===== src/rtl/pwr_mode_pkg.sv =====
package pwr_mode_pkg;

  typedef enum logic [2:0] {
    MD_NORMAL2 = 3'd0,
    MD_SLOW1   = 3'd1,
    MD_IDLE2   = 3'd2,
    MD_SLEEP1  = 3'd3,
    MD_SLEEP0  = 3'd4,
    MD_STOP    = 3'd5,
    MD_WARM    = 3'd6
  } mode_e;

  function automatic logic legal_move(input mode_e from, input mode_e to);
    logic ok;
    ok = 1'b0;
    if (from == MD_NORMAL2)
      ok = (to == MD_SLOW1) || (to == MD_IDLE2) || (to == MD_STOP);
    else if (from == MD_SLOW1)
      ok = (to == MD_NORMAL2) || (to == MD_SLEEP1) ||
           (to == MD_SLEEP0) || (to == MD_STOP);
    return ok;
  endfunction

  function automatic logic is_running(input mode_e m);
    return (m == MD_NORMAL2) || (m == MD_SLOW1);
  endfunction

endpackage


===== src/rtl/pwr_warmup_cnt.sv =====
module pwr_warmup_cnt #(
  parameter int WW = 16
) (
  input  logic          clk,
  input  logic          rst_n,
  input  logic          load,
  input  logic [WW-1:0] load_val,
  input  logic          run,
  output logic          zero
);
  localparam logic [WW-1:0] ONE = {{(WW-1){1'b0}}, 1'b1};

  logic [WW-1:0] cnt_q;

  always_ff @(posedge clk or negedge rst_n) begin
    if (!rst_n)
      cnt_q <= '0;
    else if (load)
      cnt_q <= load_val;
    else if (run && (cnt_q != '0))
      cnt_q <= cnt_q - ONE;
  end

  assign zero = (cnt_q == '0);

  AST_CNT_DECREMENTS: assert property (@(posedge clk) disable iff (!rst_n)
    (run && !load && cnt_q != '0) |=> (cnt_q == $past(cnt_q) - ONE));

  AST_CNT_LOADS: assert property (@(posedge clk) disable iff (!rst_n)
    load |=> (cnt_q == $past(load_val)));

endmodule


===== src/rtl/pwr_mode_fsm.sv =====
module pwr_mode_fsm
  import pwr_mode_pkg::*;
(
  input  logic       clk,
  input  logic       rst_n,
  input  logic       req_fire,
  input  logic [2:0] req_mode,
  input  logic       wake_any,
  input  logic       osc_stable,
  input  logic       cnt_zero,
  output mode_e      state_o,
  output mode_e      saved_o,
  output logic       load_o,
  output logic       resume_o
);
  mode_e state_q, state_d, saved_q, saved_d;
  mode_e target;

  assign target   = mode_e'(req_mode);
  assign resume_o = (state_q == MD_WARM) && cnt_zero && osc_stable;

  always_comb begin
    state_d = state_q;
    saved_d = saved_q;
    load_o  = 1'b0;
    unique case (state_q)
      MD_NORMAL2, MD_SLOW1: begin
        if (req_fire && legal_move(state_q, target)) begin
          state_d = target;
          if (target == MD_STOP) saved_d = state_q;
        end
      end
      MD_IDLE2:            if (wake_any) state_d = MD_NORMAL2;
      MD_SLEEP1, MD_SLEEP0: if (wake_any) state_d = MD_SLOW1;
      MD_STOP: begin
        if (wake_any) begin
          state_d = MD_WARM;
          load_o  = 1'b1;
        end
      end
      MD_WARM:             if (resume_o) state_d = saved_q;
      default:             state_d = MD_NORMAL2;
    endcase
  end

  always_ff @(posedge clk or negedge rst_n) begin
    if (!rst_n) begin
      state_q <= MD_NORMAL2;
      saved_q <= MD_NORMAL2;
    end else begin
      state_q <= state_d;
      saved_q <= saved_d;
    end
  end

  assign state_o = state_q;
  assign saved_o = saved_q;

  AST_STOP_HOLDS: assert property (@(posedge clk) disable iff (!rst_n)
    (state_q == MD_STOP && !wake_any) |=> (state_q == MD_STOP));

  AST_WAKE_IGNORED: assert property (@(posedge clk) disable iff (!rst_n)
    (is_running(state_q) && !req_fire) |=> $stable(state_q));

  AST_RESUME_SAVED: assert property (@(posedge clk) disable iff (!rst_n)
    resume_o |=> (state_q == $past(saved_q)));

  AST_OSC_WAIT: assert property (@(posedge clk) disable iff (!rst_n)
    (state_q == MD_WARM && !osc_stable) |=> (state_q == MD_WARM));

  AST_SAVED_RUNNING: assert property (@(posedge clk) disable iff (!rst_n)
    (state_q == MD_STOP) |-> is_running(saved_q));

endmodule


===== src/rtl/pwr_clk_gate.sv =====
module pwr_clk_gate
  import pwr_mode_pkg::*;
#(
  parameter int DIV = 4
) (
  input  logic  clk,
  input  logic  rst_n,
  input  mode_e state,
  input  mode_e saved,
  output logic  cpu_ce,
  output logic  wdt_ce,
  output logic  tbt_ce,
  output logic  periph_ce,
  output logic  presc_ce,
  output logic  hf_osc_en,
  output logic  lf_osc_en
);
  localparam int DW = (DIV > 1) ? $clog2(DIV) : 1;
  localparam logic [DW-1:0] LAST = DW'(DIV - 1);
  localparam logic [DW-1:0] ONE  = {{(DW-1){1'b0}}, 1'b1};

  logic          asleep;
  logic [DW-1:0] div_q;
  logic          qtick;

  assign asleep = (state == MD_SLEEP1) || (state == MD_SLEEP0);

  always_ff @(posedge clk or negedge rst_n) begin
    if (!rst_n)                div_q <= '0;
    else if (!asleep)          div_q <= '0;
    else if (div_q == LAST)    div_q <= '0;
    else                       div_q <= div_q + ONE;
  end

  assign qtick = asleep && (div_q == LAST);

  always_comb begin
    cpu_ce = 1'b0; wdt_ce = 1'b0; tbt_ce = 1'b0;
    periph_ce = 1'b0; presc_ce = 1'b0;
    unique case (state)
      MD_NORMAL2: begin
        cpu_ce = 1'b1; wdt_ce = 1'b1; tbt_ce = 1'b1;
        periph_ce = 1'b1; presc_ce = 1'b1;
      end
      MD_SLOW1: begin
        cpu_ce = 1'b1; wdt_ce = 1'b1; tbt_ce = 1'b1; periph_ce = 1'b1;
      end
      MD_IDLE2: begin
        tbt_ce = 1'b1; periph_ce = 1'b1; presc_ce = 1'b1;
      end
      MD_SLEEP1: begin
        tbt_ce = qtick; periph_ce = qtick;
      end
      MD_SLEEP0: tbt_ce = qtick;
      default: ;
    endcase
  end

  assign hf_osc_en = (state == MD_NORMAL2) || (state == MD_IDLE2) ||
                     ((state == MD_WARM) && (saved == MD_NORMAL2));
  assign lf_osc_en = (state != MD_STOP);

  AST_TICK_SPACED: assert property (@(posedge clk) disable iff (!rst_n)
    qtick |=> !qtick);

  AST_SLEEP_CPU_OFF: assert property (@(posedge clk) disable iff (!rst_n)
    asleep |-> (!cpu_ce && !wdt_ce && !presc_ce));

endmodule


===== src/rtl/pwr_mode_seq.sv =====
module pwr_mode_seq
  import pwr_mode_pkg::*;
#(
  parameter int NUM_WAKE = 4,
  parameter int WARM_W   = 16,
  parameter int DIV      = 4
) (
  input  logic                clk,
  input  logic                rst_n,
  input  logic                req_valid,
  output logic                req_ready,
  input  logic [2:0]          req_mode,
  input  logic [NUM_WAKE-1:0] wake_i,
  input  logic                osc_stable,
  input  logic [WARM_W-1:0]   warm_cycles,
  output logic [2:0]          mode_o,
  output logic                resume_o,
  output logic                cpu_ce,
  output logic                wdt_ce,
  output logic                tbt_ce,
  output logic                periph_ce,
  output logic                presc_ce,
  output logic                hf_osc_en,
  output logic                lf_osc_en
);
  mode_e state, saved;
  logic  wake_any, req_fire, cnt_load, cnt_zero;

  assign wake_any  = |wake_i;
  assign req_ready = is_running(state);
  assign req_fire  = req_valid && req_ready;
  assign mode_o    = (state == MD_WARM) ? 3'(MD_STOP) : 3'(state);

  pwr_mode_fsm u_fsm (
    .clk(clk), .rst_n(rst_n), .req_fire(req_fire), .req_mode(req_mode),
    .wake_any(wake_any), .osc_stable(osc_stable), .cnt_zero(cnt_zero),
    .state_o(state), .saved_o(saved), .load_o(cnt_load), .resume_o(resume_o)
  );

  pwr_warmup_cnt #(.WW(WARM_W)) u_warm (
    .clk(clk), .rst_n(rst_n), .load(cnt_load), .load_val(warm_cycles),
    .run(state == MD_WARM), .zero(cnt_zero)
  );

  pwr_clk_gate #(.DIV(DIV)) u_gate (
    .clk(clk), .rst_n(rst_n), .state(state), .saved(saved),
    .cpu_ce(cpu_ce), .wdt_ce(wdt_ce), .tbt_ce(tbt_ce), .periph_ce(periph_ce),
    .presc_ce(presc_ce), .hf_osc_en(hf_osc_en), .lf_osc_en(lf_osc_en)
  );

  AST_RESUME_ONE: assert property (@(posedge clk) disable iff (!rst_n)
    resume_o |=> !resume_o);

  AST_STOP_DARK: assert property (@(posedge clk) disable iff (!rst_n)
    (mode_o == 3'd5) |-> !(cpu_ce || wdt_ce || tbt_ce || periph_ce || presc_ce));

  AST_HOLD_OFF: assert property (@(posedge clk) disable iff (!rst_n)
    (mode_o == 3'd5) |-> !req_ready);

endmodule


===== config.mk =====
export PLATFORM = sky130hd
export DESIGN_NAME = pwr_mode_seq
export DESIGN_NICKNAME = d
export VERILOG_FILES = /design/src/rtl/pwr_mode_pkg.sv /design/src/rtl/pwr_warmup_cnt.sv /design/src/rtl/pwr_mode_fsm.sv /design/src/rtl/pwr_clk_gate.sv /design/src/rtl/pwr_mode_seq.sv
export SDC_FILE = /design/constraint.sdc
export NUM_CORES = 1
export LEC_CHECK = 0
export BUFFER_PORTS_ARGS = -buffer_cell sky130_fd_sc_hd__buf_2
export CAP_MARGIN = 15
export CORE_MARGIN = 3
export CORE_UTILIZATION = 40
export CTS_CLUSTER_DIAMETER = 150
export DETAILED_ROUTE_END_ITERATION = 12
export GPL_ROUTABILITY_DRIVEN = 1
export GPL_TIMING_DRIVEN = 1
export MAX_ROUTING_LAYER = met4
export SYNTH_ARGS = -nofsm -noshare
export SYNTH_HDL_FRONTEND = slang
export SYNTH_SLANG_ARGS = --single-unit

===== constraint.sdc =====
create_clock -name clk -period 3 [get_ports clk]
set_input_delay 0 -clock clk [delete_from_list [all_inputs] [get_ports clk]]
set_output_delay 0 -clock clk [all_outputs]
set_load 0.03 [all_outputs]

==> impl_summary.log, run 1 <==
INFO  metric run_status = finished clean
INFO  metric leakagePower = between 0.8 and 0.9 nW
INFO  metric most_used_standard_cells_in_the_synthesized_netlist = sky130_fd_sc_hd__dfrtp_1 (24), sky130_fd_sc_hd__nand2_1 (20), sky130_fd_sc_hd__nor2_1 (13), sky130_fd_sc_hd__o21ai_0 (13), sky130_fd_sc_hd__nand3_1 (12)
INFO  metric place.gp.congestion = between 0.8 and 0.9
INFO  metric timing.final.hold_violations = 0
INFO  metric critical_path.slowest_cell = sky130_fd_sc_hd__or4_1
INFO  metric worstPathArrival = roughly 2.2 ns
INFO  metric post-route-period-util = 0.722
INFO  metric fmax = between 400 and 500 MHz
INFO  metric yosysMostFrequentCell = sky130_fd_sc_hd__dfrtp_1
INFO  metric floorplan.core_area = ~0.0038 mm²
INFO  metric synth-edff-count = 0
INFO  metric floorplan.initialDensity = 0.427
INFO  metric synth_flop_cell = sky130_fd_sc_hd__dfrtp_1
INFO  metric async_flop_share = 1.00
INFO  metric power.sequential.fraction = 0.417
INFO  metric cp_slowest_stage_delay = roughly 0.61 ns
INFO  metric final.setup_skew = between 0.004 and 0.005 ns
INFO  metric viasPerCell = 5.53
INFO  metric layout_min_cycle_time = ~2.2 ns
INFO  metric ys_seq_area_frac = 0.373
INFO  metric route.final.wire_length = between 3 and 4 mm
INFO  metric die_height = around 69 µm
INFO  metric ant_nets = 0
INFO  metric crit_chain = or4_1 > nor3_4 > nand3_1 > nor2_1 > buf_2
INFO  metric synth.cell_area = around 0.0016 mm²
INFO  metric yosys-top-cells-area = sky130_fd_sc_hd__dfrtp_1 (37%), sky130_fd_sc_hd__nand2_1 (4.7%), sky130_fd_sc_hd__xor2_1 (4.4%)
INFO  metric die_area = around 0.0048 mm²
INFO  metric row_count = 22
INFO  metric clk_transition_reported_paths = about 0.080 ns
INFO  metric tritoncts.num_buffers = 3
INFO  metric layout-area-overhead-vs-synth = 23.8%
INFO  metric p_per_area = between 800 and 900 mW/mm²
INFO  metric clk_latency = approximately 0.26 ns
INFO  metric crit_path_start_kind = register
INFO  metric synth_nets = between 200 and 250
INFO  metric design.final.nets = between 200 and 300
INFO  metric timing.critical_path.fanout_max = 7
INFO  metric ctsLongestPathBuffers = 2
INFO  metric critPathCaptureType = output port
INFO  metric antenna_found_initial = 0
INFO  metric numPortBuffers = 38
INFO  metric grt_pass1_wl = 6.69 mm
INFO  metric multiInputGateArea = 937 µm²
INFO  metric n_fill_cell = about 360
INFO  metric vias_in_the_first_global_route = 1482
INFO  metric slew_headroom = 0.557
INFO  metric detailedRoute.firstPassIterationCount = 4
INFO  metric totalNegativeSetupSlack = 0 ns
INFO  metric global_route.overflow_total = 0
INFO  metric cts.repair_timing.setup_buffer_count = 0
INFO  metric hold_class = primary input to register
INFO  metric netlist.top_cell.by_area = sky130_fd_sc_hd__dfrtp_1
INFO  metric post_synth.cell_area_avg = roughly 8.4 µm²
INFO  metric ir_drop = approximately 0.00041 V
INFO  metric synthesis.instances = around 190
INFO  metric drc = 0
INFO  metric ctsHtreeMaxLevel = 1
INFO  metric synth.ff_latch_count = 24
INFO  metric post_synth_num_cell_types = 44
INFO  metric net-switching-power = just under 0.0008 W
INFO  metric clkPwrFrac = 0.111
INFO  metric dp_hpwl = between 2 and 3 mm
INFO  metric cts_tree = done
INFO  metric floorplan.die.width = slightly below 70 µm
INFO  metric finalCoreUtilization = 0.528
INFO  metric internal-power = between 0.0008 and 0.0009 W
INFO  metric setup_viol = 0
INFO  metric antennaDiodeCount = 0
INFO  metric number_of_max_cap_violations = 0
INFO  metric track_usage = 0.171
INFO  metric area_share_of_the_leading_cell_type_in_the_synthesized_netlist = 0.373
INFO  metric pin_count_of_the_biggest_net_entering_global_routing = 25
INFO  metric switching_share = 0.475
INFO  metric number_of_vias_in_the_routed_layout = 1560
INFO  metric regArea = 601 µm²
INFO  metric routed_wire_length_per_instance = about 14 µm
INFO  metric detailedRoute.firstIterationViolations = between 80 and 90
INFO  metric root_buffer = sky130_fd_sc_hd__clkbuf_8
INFO  metric critPathRequiredTime = 3.00 ns
INFO  metric timing.setup.critical_path_class = register to output port
INFO  metric worst_slew_pin_slew = about 0.66 ns
INFO  metric io-pin-count = 39
INFO  metric drv_slew = 0
INFO  metric setup_repair_after_global_routing_missed_its_margin = no
INFO  metric yosys_warnings = 0
INFO  metric cts_num_sinks = 24
INFO  metric drive_gt1_frac = 0.209
INFO  metric pwr-share-comb = 0.472
power by group through the flow:
stage / clock (W) / combinational [W] / sequential [W]
after CTS: 0.000192 / 0.000790 / 0.000691
after detailed placement: 0 / 0.000774 / 0.000696
final: 0.000185 / 0.000784 / 0.000693
after global routing: 0.000207 / 0.000869 / 0.000727
after floorplan: 0 / 0.000685 / 0.000589
after global placement: 0 / 0.000751 / 0.000679
layer usage:
metal	share of wire	track usage
met1	0.47	0.232
met2	0.48	0.272
met3	0.044	0.0319
met4	0.0053	0.0282
met5	0	-
cell type report:
cell class / instances / share of cell area
multi-input cells: 150 / 0.470
flip-flops and latches: 24 / 0.302
repair buffers: 53 / 0.170
well taps: 48 / 0.0302
clock buffers: 3 / 0.0207
inverters: 4 / 0.00754
worst max-delay path, delay by kind of cell (launching register included):
family	cells	cell delay (ns)
flops	1	0.43
buf+inv	1	0.22
simple gates	4	1.26
stage by stage:
stage	power, W	hold WS [ns]	setup WS (ns)	instance area [µm²]	cells
floorplan	0.00127	-0.296	0.937	1610	191
global placement	0.00143	0.00961	1.06	1810	265
detailed placement	0.00147	0.0167	0.975	1810	265
CTS	0.00167	0.000496	0.823	1980	281
global route	0.00180	0.0199	0.732	1990	282
finish	0.00166	0.00192	0.834	1990	282
layout by cell type, fill, tap and decap left out, drive strengths merged, types with 4 or more instances in the layout:
cell type    synthesis  layout
buf                  2      39
dfrtp               24      24
nand2               21      21
o21ai               16      16
dlygate4sd3          0      14
nor2                13      13
nand3               12      12
nor3                10      10
xor2                 8       8
nor2b                7       7
a21oi                7       7
nand4                7       7
nor4                 5       5
inv                  4       4
o211ai               4       4
flip-flops by register name (all words and copies together), names as in the netlist:
signal and cells:
u_warm.cnt_q 16, u_fsm.saved_o 3, u_fsm.state_o 3, u_gate.div_q 2
logic make-up after synthesis:
logic type / count (synthesis) / share of synthesized area
buf+inv: 17 / 0.0443
simple gates: 93 / 0.327
fa+ha+maj: 3 / 0.0233
flops: 24 / 0.373
xor+xnor: 10 / 0.0544
mux: 3 / 0.0194
compound gates: 41 / 0.159
final timing paths:
path,startpoint,end,slack (ns),cells past startpoint
max in group asynchronous,rst_n,u_warm.cnt_q[5],2.39,2
worst min register to register,u_gate.div_q[0],u_gate.div_q[0],0.45,1
worst max register to register,u_fsm.state_o[2],u_warm.cnt_q[11],0.94,5
worst min-delay path,warm_cycles[4],u_warm.cnt_q[4],0.002,3
worst max-delay path,u_warm.cnt_q[7],resume_o,0.83,5
min in group asynchronous,rst_n,u_fsm.state_o[2],0.25,2
repair_timing:
action	in CTS	in global routing
hold buffers	13	1
resized for setup	0	0
hold endpoints to repair	36	1
Note: power is estimated with default switching activity, not from simulation.
==> run 2: changes to the inputs <==
--- a/config.mk
+++ b/config.mk
@@ -5,6 +5,7 @@
 export SDC_FILE = /design/constraint.sdc
 export NUM_CORES = 1
 export LEC_CHECK = 0
+export ABC_AREA = 1
 export BUFFER_PORTS_ARGS = -buffer_cell sky130_fd_sc_hd__buf_2
 export CAP_MARGIN = 15
 export CORE_MARGIN = 3
==> constraint.sdc (replaced) <==
create_clock -name clk -period 1.78 [get_ports clk]
set_input_delay 0 -clock clk [delete_from_list [all_inputs] [get_ports clk]]
set_output_delay 0 -clock clk [all_outputs]
set_load 0.03 [all_outputs]
==> impl_summary.log, run 2 <==
INFO  metric run_status = finished clean
INFO  metric synth_flop_cell = sky130_fd_sc_hd__dfrtp_1
INFO  metric synthesis.instances = 273 (+43%)
INFO  metric synth.cell_area = 0.00192 mm² (+19%)
INFO  metric ctsLongestPathBuffers = 2 (unchanged)
INFO  metric leakagePower = 1.12 nW (+33%)
INFO  metric root_buffer = sky130_fd_sc_hd__clkbuf_8
INFO  metric number_of_vias_in_the_routed_layout = 1786 (+14%)
INFO  metric global_route.overflow_total = 0 (unchanged)
INFO  metric cts.repair_timing.setup_buffer_count = 0 (unchanged)
INFO  metric layout_min_cycle_time = approximately 1.7 ns
INFO  metric numPortBuffers = 38 (unchanged)
INFO  metric pin_count_of_the_biggest_net_entering_global_routing = 25 (unchanged)
INFO  metric die_height = 75.2 µm (+8.4%)
INFO  metric design.final.nets = 344 (+29%)
INFO  metric fmax = 604 MHz
INFO  metric number_of_max_cap_violations = 0 (unchanged)
INFO  metric hold_class = primary input to register
INFO  metric hp-start = warm_cycles[9]
INFO  metric place.gp.congestion = 0.847 (-0.67%)
INFO  metric antennaDiodeCount = 0 (unchanged)
INFO  metric yosysMostFrequentCell = sky130_fd_sc_hd__nand2_1
INFO  metric critPathRequiredTime = 1.78 ns (-1.22 ns)
INFO  metric top_layer = met4
INFO  metric drive_gt1_frac = 0.260 (+0.0502)
INFO  metric met3WireLength = 151 µm (-14%)
INFO  metric setup_viol = 0 (unchanged)
INFO  metric cpLargestDelayFamily = simple AND/OR/NAND/NOR gates
INFO  metric detailedRoute.firstPassIterationCount = 4 (unchanged)
INFO  metric grt_pass1_wl = 7.62 mm (+14%)
INFO  metric layout-area-overhead-vs-synth = 15.1%
INFO  metric antenna_found_initial = 0 (unchanged)
INFO  metric yosys_warnings = 0 (unchanged)
INFO  metric slew_headroom = 0.618 (+0.0612)
INFO  metric ant_nets = 0 (unchanged)
INFO  metric timing.final.hold_violations = 0 (unchanged)
INFO  metric route.layer.met1.wl = 2.33 mm (+25%)
INFO  metric crit_chain = inv_1 > ha_1 > inv_1 > nor2_1 > nand2_1 > nor2_4 > nand3_1 > nor2_1 > buf_4
INFO  metric most_used_standard_cells_in_the_synthesized_netlist = sky130_fd_sc_hd__nand2_1 (81), sky130_fd_sc_hd__nand3_1 (40), sky130_fd_sc_hd__nor2_1 (28)
INFO  metric ctsHtreeMaxLevel = 1 (unchanged)
INFO  metric cp.buffers_inverters = 3 (+2)
INFO  metric setup.worst_path.start = u_warm.cnt_q[1]
INFO  metric synth_nets = 303 (+37%)
INFO  metric routed_wire_length_per_instance = 12.3 µm (-12%)
INFO  metric leading_cell_type_in_the_layout_fill_and_taps_excluded = sky130_fd_sc_hd__nand2_1
INFO  metric vias_in_the_first_global_route = 1616 (+9.0%)
INFO  metric layout_common_cells = sky130_fd_sc_hd__nand2_1 (81), sky130_fd_sc_hd__nand3_1 (40), sky130_fd_sc_hd__buf_2 (37)
INFO  metric p_per_area = 1690 mW/mm² (+100%)
INFO  metric async_flop_share = 1.00 (unchanged)
INFO  metric worstReg2RegStart = u_fsm.state_o[1]
INFO  metric synth-edff-count = 0 (unchanged)
INFO  metric synth.ff_latch_count = 24 (unchanged)
INFO  metric clk_transition_reported_paths = 0.08 ns (about the same)
INFO  metric crit_path_start_kind = register
INFO  metric finalCoreUtilization = 0.490 (-0.0382)
INFO  metric area_share_of_the_leading_cell_type_in_the_synthesized_netlist = 0.313 (-0.0601)
INFO  metric clk_latency = 0.27 ns (about the same)
INFO  metric placedCellCount = 358 (+35%)
INFO  metric post-route-period-util = 0.931
INFO  metric final_cell_count_no_fill = 364 (+29%)
INFO  metric largest_register = u_warm.cnt_q
INFO  metric timing.critical_path.fanout_max = 4 (-3)
INFO  metric timing.setup.critical_path_class = register to output port
INFO  metric worstPathArrival = 1.66 ns (-0.51 ns)
INFO  metric worst_slew_pin_slew = 0.572 ns (-0.0918 ns)
INFO  metric fin_hold_ws = 0.0202 ns (+0.0183 ns)
INFO  metric final.setup_skew = 0.00257 ns (-0.00156 ns)
INFO  metric critical_path.slowest_cell = sky130_fd_sc_hd__dfrtp_1
INFO  metric floorplan.die.width = 75.2 µm (+8.4%)
INFO  metric ir_drop = 0.000721 V (+76%)
INFO  metric floorplan.initialDensity = 0.426 (-0.000842)
INFO  metric drc = 0 (unchanged)
INFO  metric netlist.top_cell.by_area = sky130_fd_sc_hd__dfrtp_1
INFO  metric dp_hpwl = 3.42 mm (+18%)
INFO  metric route.final.wire_length = 4.49 mm (+14%)
INFO  metric cp_slowest_stage_delay = 0.37 ns (-0.24 ns)
INFO  metric row_count = 24 (+9.1%)
INFO  metric viasPerCell = 4.91 (-11%)
INFO  metric io-pin-count = 39 (unchanged)
INFO  metric die_area = 0.00566 mm² (+17%)
INFO  metric post_synth.cell_area_avg = 7.03 µm² (-17%)
INFO  metric drv_slew = 0 (unchanged)
INFO  metric route.met2.wl = 1.98 mm (+5.6%)
INFO  metric largest_reg_flops = 16 (unchanged)
INFO  metric cts_tree = done
INFO  metric critPathCaptureType = output port
INFO  metric track_usage = 0.179 (+0.00799)
INFO  metric tritoncts.num_buffers = 3 (unchanged)
INFO  metric detailedRoute.firstIterationViolations = 84 (+1.2%)
INFO  metric setup_repair_after_global_routing_missed_its_margin = yes
INFO  metric post_synth_num_cell_types = 32 (-27%)
INFO  metric yosys-top-cells-area = sky130_fd_sc_hd__dfrtp_1 (31%), sky130_fd_sc_hd__nand2_1 (16%), sky130_fd_sc_hd__nand3_1 (10%)
INFO  metric ys_seq_area_frac = 0.313 (-0.0601)
INFO  metric floorplan.core_area = 0.00450 mm² (+19%)
INFO  metric cts_num_sinks = 24 (unchanged)
-- run 2: changes by cell type after synthesis, sizes merged, moves of 6 or more --
| cell | before | now |
|---|---|---|
| a21oi | 7 | 0 |
| buf | 2 | 10 |
| clkbuf | 11 | 1 |
| inv | 4 | 28 |
| nand2 | 21 | 88 |
| nand3 | 12 | 43 |
| nor2 | 13 | 36 |
| nor2b | 7 | 0 |
| nor3 | 10 | 2 |
| xor2 | 8 | 2 |
-- run 2: worst paths after layout --
path	depth (start not counted)	endpoint	slack [ns]
min in group asynchronous	2	u_gate.div_q[0]	0.25
setup / recovery	9	resume_o	0.12
hold / removal	5	u_warm.cnt_q[9]	0.02
max in group asynchronous	2	u_fsm.state_o[2]	1.12
setup reg to reg	8	u_warm.cnt_q[10]	0.14
hold reg to reg	1	u_gate.div_q[0]	0.44
-- run 2: metrics by stage --
| step | instance area, µm² | power [W] | setup slack (ns) | setup TNS [ns] |
|---|---|---|---|---|
| floorplan | 1920 | 0.00294 | 0.290 | 0 |
| finish | 2210 | 0.00374 | 0.123 | 0 |
| global placement | 2120 | 0.00340 | 0.134 | 0 |
| detailed placement | 2120 | 0.00341 | 0.0834 | 0 |
| CTS | 2190 | 0.00376 | 0.0514 | 0 |
| global route | 2210 | 0.00412 | -0.000692 | -0.000692 |
-- run 2: cell type report --
class / count / area [µm²]
Tap cell: 52 / 65.1
Timing Repair Buffer: 47 / 268
Inverter: 28 / 110
Fill cell: 483 / 2300
Multi-Input combinational cell: 210 / 1120
Sequential cell: 24 / 602
Clock buffer: 3 / 41.3
-- run 2: worst min-delay path, stage by stage --
cell	delay, ns
sky130_fd_sc_hd__buf_2	0.07
sky130_fd_sc_hd__nand2_1	0.04
sky130_fd_sc_hd__nand2_1	0.05
sky130_fd_sc_hd__nand2_1	0.04
sky130_fd_sc_hd__nand2_1	0.05
-- run 2: report_power, final --
group          switching [W]  total, W  internal, W
Sequential          0.000254   0.00104     0.000787
Combinational        0.00155   0.00237     0.000823
Clock               0.000174  0.000326     0.000152
-- run 2: timing repair --
| action | in CTS | in global routing |
|---|---|---|
| hold endpoints to repair | 26 | 0 |
| hold buffers | 3 | 0 |
| gates resized for setup | 0 | 5 |
| endpoints found under the setup margin | 0 | 21 |
-- run 2: kinds of logic (layout without fill, tap and decap cells) --
family	count (synthesis)	in the layout	share of synthesized area
AO/OA/AOI/OAI	22	22	0.0848
XOR/XNOR	2	2	0.00913
adder cells (fa/ha/maj)	3	3	0.0196
buffers and inverters	39	78	0.107
flip-flops	24	24	0.313
AND/OR/NAND/NOR	183	183	0.466
-- run 2: routing by layer --
| metal | up-vias | GRT usage |
|---|---|---|
| met4 | 0 | 0.0311 |
| met3 | 5 | 0.0347 |
| met1 | 802 | 0.258 |
| met2 | 25 | 0.265 |
| met5 | - | - |
| li1 | 954 | - |
==> run 3: changes to the inputs <==
--- a/config.mk
+++ b/config.mk
@@ -8,13 +8,16 @@
 export ABC_AREA = 1
 export BUFFER_PORTS_ARGS = -buffer_cell sky130_fd_sc_hd__buf_2
 export CAP_MARGIN = 15
+export CELL_PAD_IN_SITES_DETAIL_PLACEMENT = 2
+export CELL_PAD_IN_SITES_GLOBAL_PLACEMENT = 2
 export CORE_MARGIN = 3
-export CORE_UTILIZATION = 40
+export CORE_UTILIZATION = 27
 export CTS_CLUSTER_DIAMETER = 150
 export DETAILED_ROUTE_END_ITERATION = 12
 export GPL_ROUTABILITY_DRIVEN = 1
 export GPL_TIMING_DRIVEN = 1
 export MAX_ROUTING_LAYER = met4
+export PLACE_DENSITY_LB_ADDON = 0.1
 export SYNTH_ARGS = -nofsm -noshare
 export SYNTH_HDL_FRONTEND = slang
 export SYNTH_SLANG_ARGS = --single-unit
==> impl_summary.log, run 3 (synthesis results as in run 2) <==
INFO  metric run_status = finished clean
INFO  metric clk_latency = 0.28 ns (about the same)
INFO  metric number_of_max_cap_violations = 0 (unchanged)
INFO  metric die_area = 0.00815 mm² (+44%)
INFO  metric final.setup_skew = 0.00873 ns (+0.00616 ns)
INFO  metric detailedRoute.firstPassIterationCount = 4 (unchanged)
INFO  metric crit_path_start_kind = register
INFO  metric floorplan.core_area = 0.00683 mm² (+52%)
INFO  metric track_usage = 0.166 (-0.0133)
INFO  metric floorplan.die.width = 90.3 µm (+20%)
INFO  metric worstPathArrival = 1.70 ns (+0.04 ns)
INFO  metric die_height = 90.3 µm (+20%)
INFO  metric detailedRoute.firstIterationViolations = 52 (-38%)
INFO  metric detailedPlace.worstSlack = 0.00694 ns (-0.0764 ns)
INFO  metric hold_class = primary input to register
INFO  metric worst_slew_pin_slew = 0.598 ns (+0.0257 ns)
INFO  metric layout_setup_ws = 0.0802 ns (-0.0432 ns)
INFO  metric route.final.wire_length = 6.52 mm (+45%)
INFO  metric ctsHtreeMaxLevel = 1 (unchanged)
INFO  metric viasPerCell = 4.69 (-4.4%)
INFO  metric leading_cell_type_in_the_layout_fill_and_taps_excluded = sky130_fd_sc_hd__nand2_1
INFO  metric antennaDiodeCount = 0 (unchanged)
INFO  metric drive_gt1_frac = 0.312 (+0.0521)
INFO  metric number_of_vias_in_the_routed_layout = 1970 (+10%)
INFO  metric layout_min_cycle_time = 1.70 ns (+0.0432 ns)
INFO  metric root_buffer = sky130_fd_sc_hd__clkbuf_8
INFO  metric cts_num_sinks = 24 (unchanged)
INFO  metric drv_slew = 0 (unchanged)
INFO  metric timing.final.hold_violations = 0 (unchanged)
INFO  metric place.gp.congestion = 0.742 (-12%)
INFO  metric post_route_total_power = 0.00430 W (+15%)
INFO  metric critPathRequiredTime = 1.78 ns (about the same)
INFO  metric grt_pass1_wl = 10.7 mm (+40%)
INFO  metric numPortBuffers = 38 (unchanged)
INFO  metric leakagePower = 1.20 nW (+6.6%)
INFO  metric global_route.overflow_total = 0 (unchanged)
INFO  metric largest_reg_flops = 16 (unchanged)
INFO  metric pin_count_of_the_biggest_net_entering_global_routing = 25 (unchanged)
INFO  metric post-route-period-util = 0.955 (+0.0243)
INFO  metric ir_drop = 0.000474 V (-34%)
INFO  metric layout_common_cells = sky130_fd_sc_hd__nand2_1 (80), sky130_fd_sc_hd__nand3_1 (39), sky130_fd_sc_hd__buf_2 (36)
INFO  metric tritoncts.num_buffers = 3 (unchanged)
INFO  metric clk_transition_reported_paths = 0.11 ns (+0.03 ns)
INFO  metric fmax = 588 MHz (-2.5%)
INFO  metric io-pin-count = 39 (unchanged)
INFO  metric vias_in_the_first_global_route = 2059 (+27%)
INFO  metric ctsLongestPathBuffers = 2 (unchanged)
INFO  metric dp_hpwl = 4.91 mm (+43%)
INFO  metric critPathCaptureType = output port
INFO  metric floorplan.initialDensity = 0.281 (-0.145)
INFO  metric slew_headroom = 0.601 (-0.0171)
INFO  metric design.final.nets = 355 (+3.2%)
INFO  metric largest_register = u_warm.cnt_q
INFO  metric p_per_area = 1780 mW/mm² (+5.3%)
INFO  metric ant_nets = 0 (unchanged)
INFO  metric routed_wire_length_per_instance = 15.5 µm (+26%)
INFO  metric drc = 0 (unchanged)
INFO  metric row_count = 30 (+25%)
INFO  metric layout-area-overhead-vs-synth = 25.8%
INFO  metric timing.critical_path.fanout_max = 8 (+4)
INFO  metric antenna_found_initial = 0 (unchanged)
INFO  metric cts_tree = done
INFO  metric timing.setup.critical_path_class = register to output port
INFO  metric setup_viol = 0 (unchanged)
run 3: cell count changes in the layout (fill, tap and decap cells not counted), sizes merged:
cell / previous run / this run
buf: 44 / 53
nand2: 88 / 89
clkbuf: 3 / 4
bufinv: 0 / 1
run 3: per-stage QoR:
step / std cells / TNS (ns) / hold WS, ns / cell area [µm²] / util
2_1_floorplan: 273 / 0 / -0.296 / 1920 / -
3_3_place_gp: 407 / 0 / 0.0451 / 2220 / 0.324
3_5_place_dp: 407 / 0 / 0.0584 / 2220 / 0.324
4_1_cts: 414 / -0.0172 / 0.0205 / 2330 / 0.341
5_1_grt: 420 / -0.0413 / 0.0240 / 2410 / 0.353
6_report: 420 / 0 / 0.0201 / 2410 / 0.353
run 3: worst paths after layout:
| kind | slack (ns) | end | startpoint | cells after the start |
|---|---|---|---|---|
| hold / removal | 0.02 | u_warm.cnt_q[13] | warm_cycles[13] | 5 |
| hold reg to reg | 0.46 | u_gate.div_q[0] | u_gate.div_q[0] | 1 |
| min in group asynchronous | 0.25 | u_warm.cnt_q[8] | rst_n | 2 |
| setup reg to reg | 0.14 | u_warm.cnt_q[15] | u_fsm.state_o[1] | 8 |
| setup / recovery | 0.08 | hf_osc_en | u_fsm.state_o[0] | 7 |
| max in group asynchronous | 1.11 | u_fsm.state_o[0] | rst_n | 2 |
run 3: critical path: stages (launching register included):
cell                       delay [ns]
sky130_fd_sc_hd__dfrtp_2         0.47
sky130_fd_sc_hd__inv_4           0.10
sky130_fd_sc_hd__nand3_4         0.12
sky130_fd_sc_hd__inv_4           0.12
sky130_fd_sc_hd__buf_4           0.17
sky130_fd_sc_hd__nand4_1         0.13
sky130_fd_sc_hd__nand3_1         0.11
sky130_fd_sc_hd__clkbuf_4        0.20
run 3: timing repair:
action | in CTS | in global routing
gates resized for setup | 2 | 16
hold endpoints to repair | 26 | 0
cloned | 0 | 1
buffers inserted | 0 | 5
hold buffers | 3 | 0
endpoints found under the setup margin | 3 | 23
run 3: layer usage:
metal,share of wire,global-route usage,vias to the layer above
met1,0.50,0.230,967
met2,0.48,0.264,21
li1,-,-,977
met5,0,-,-
met4,0.0067,0.0306,0
met3,0.019,0.0200,5
run 3: final cells by class:
| cell class | count | area (µm²) |
|---|---|---|
| timing repair buffer | 57 | 345 |
| clock inverter | 1 | 30.0 |
| inverter | 28 | 115 |
| sequential | 24 | 604 |
| clock buffer | 3 | 41.3 |
| tap | 96 | 120 |
| fill | 841 | 4420 |
| multi-input combinational | 211 | 1160 |
run 3: report_power, final:
| part | internal [W] | switching [W] |
|---|---|---|
| sequential | 0.000791 | 0.000252 |
| combinational | 0.000952 | 0.00179 |
| clock | 0.000302 | 0.000213 |
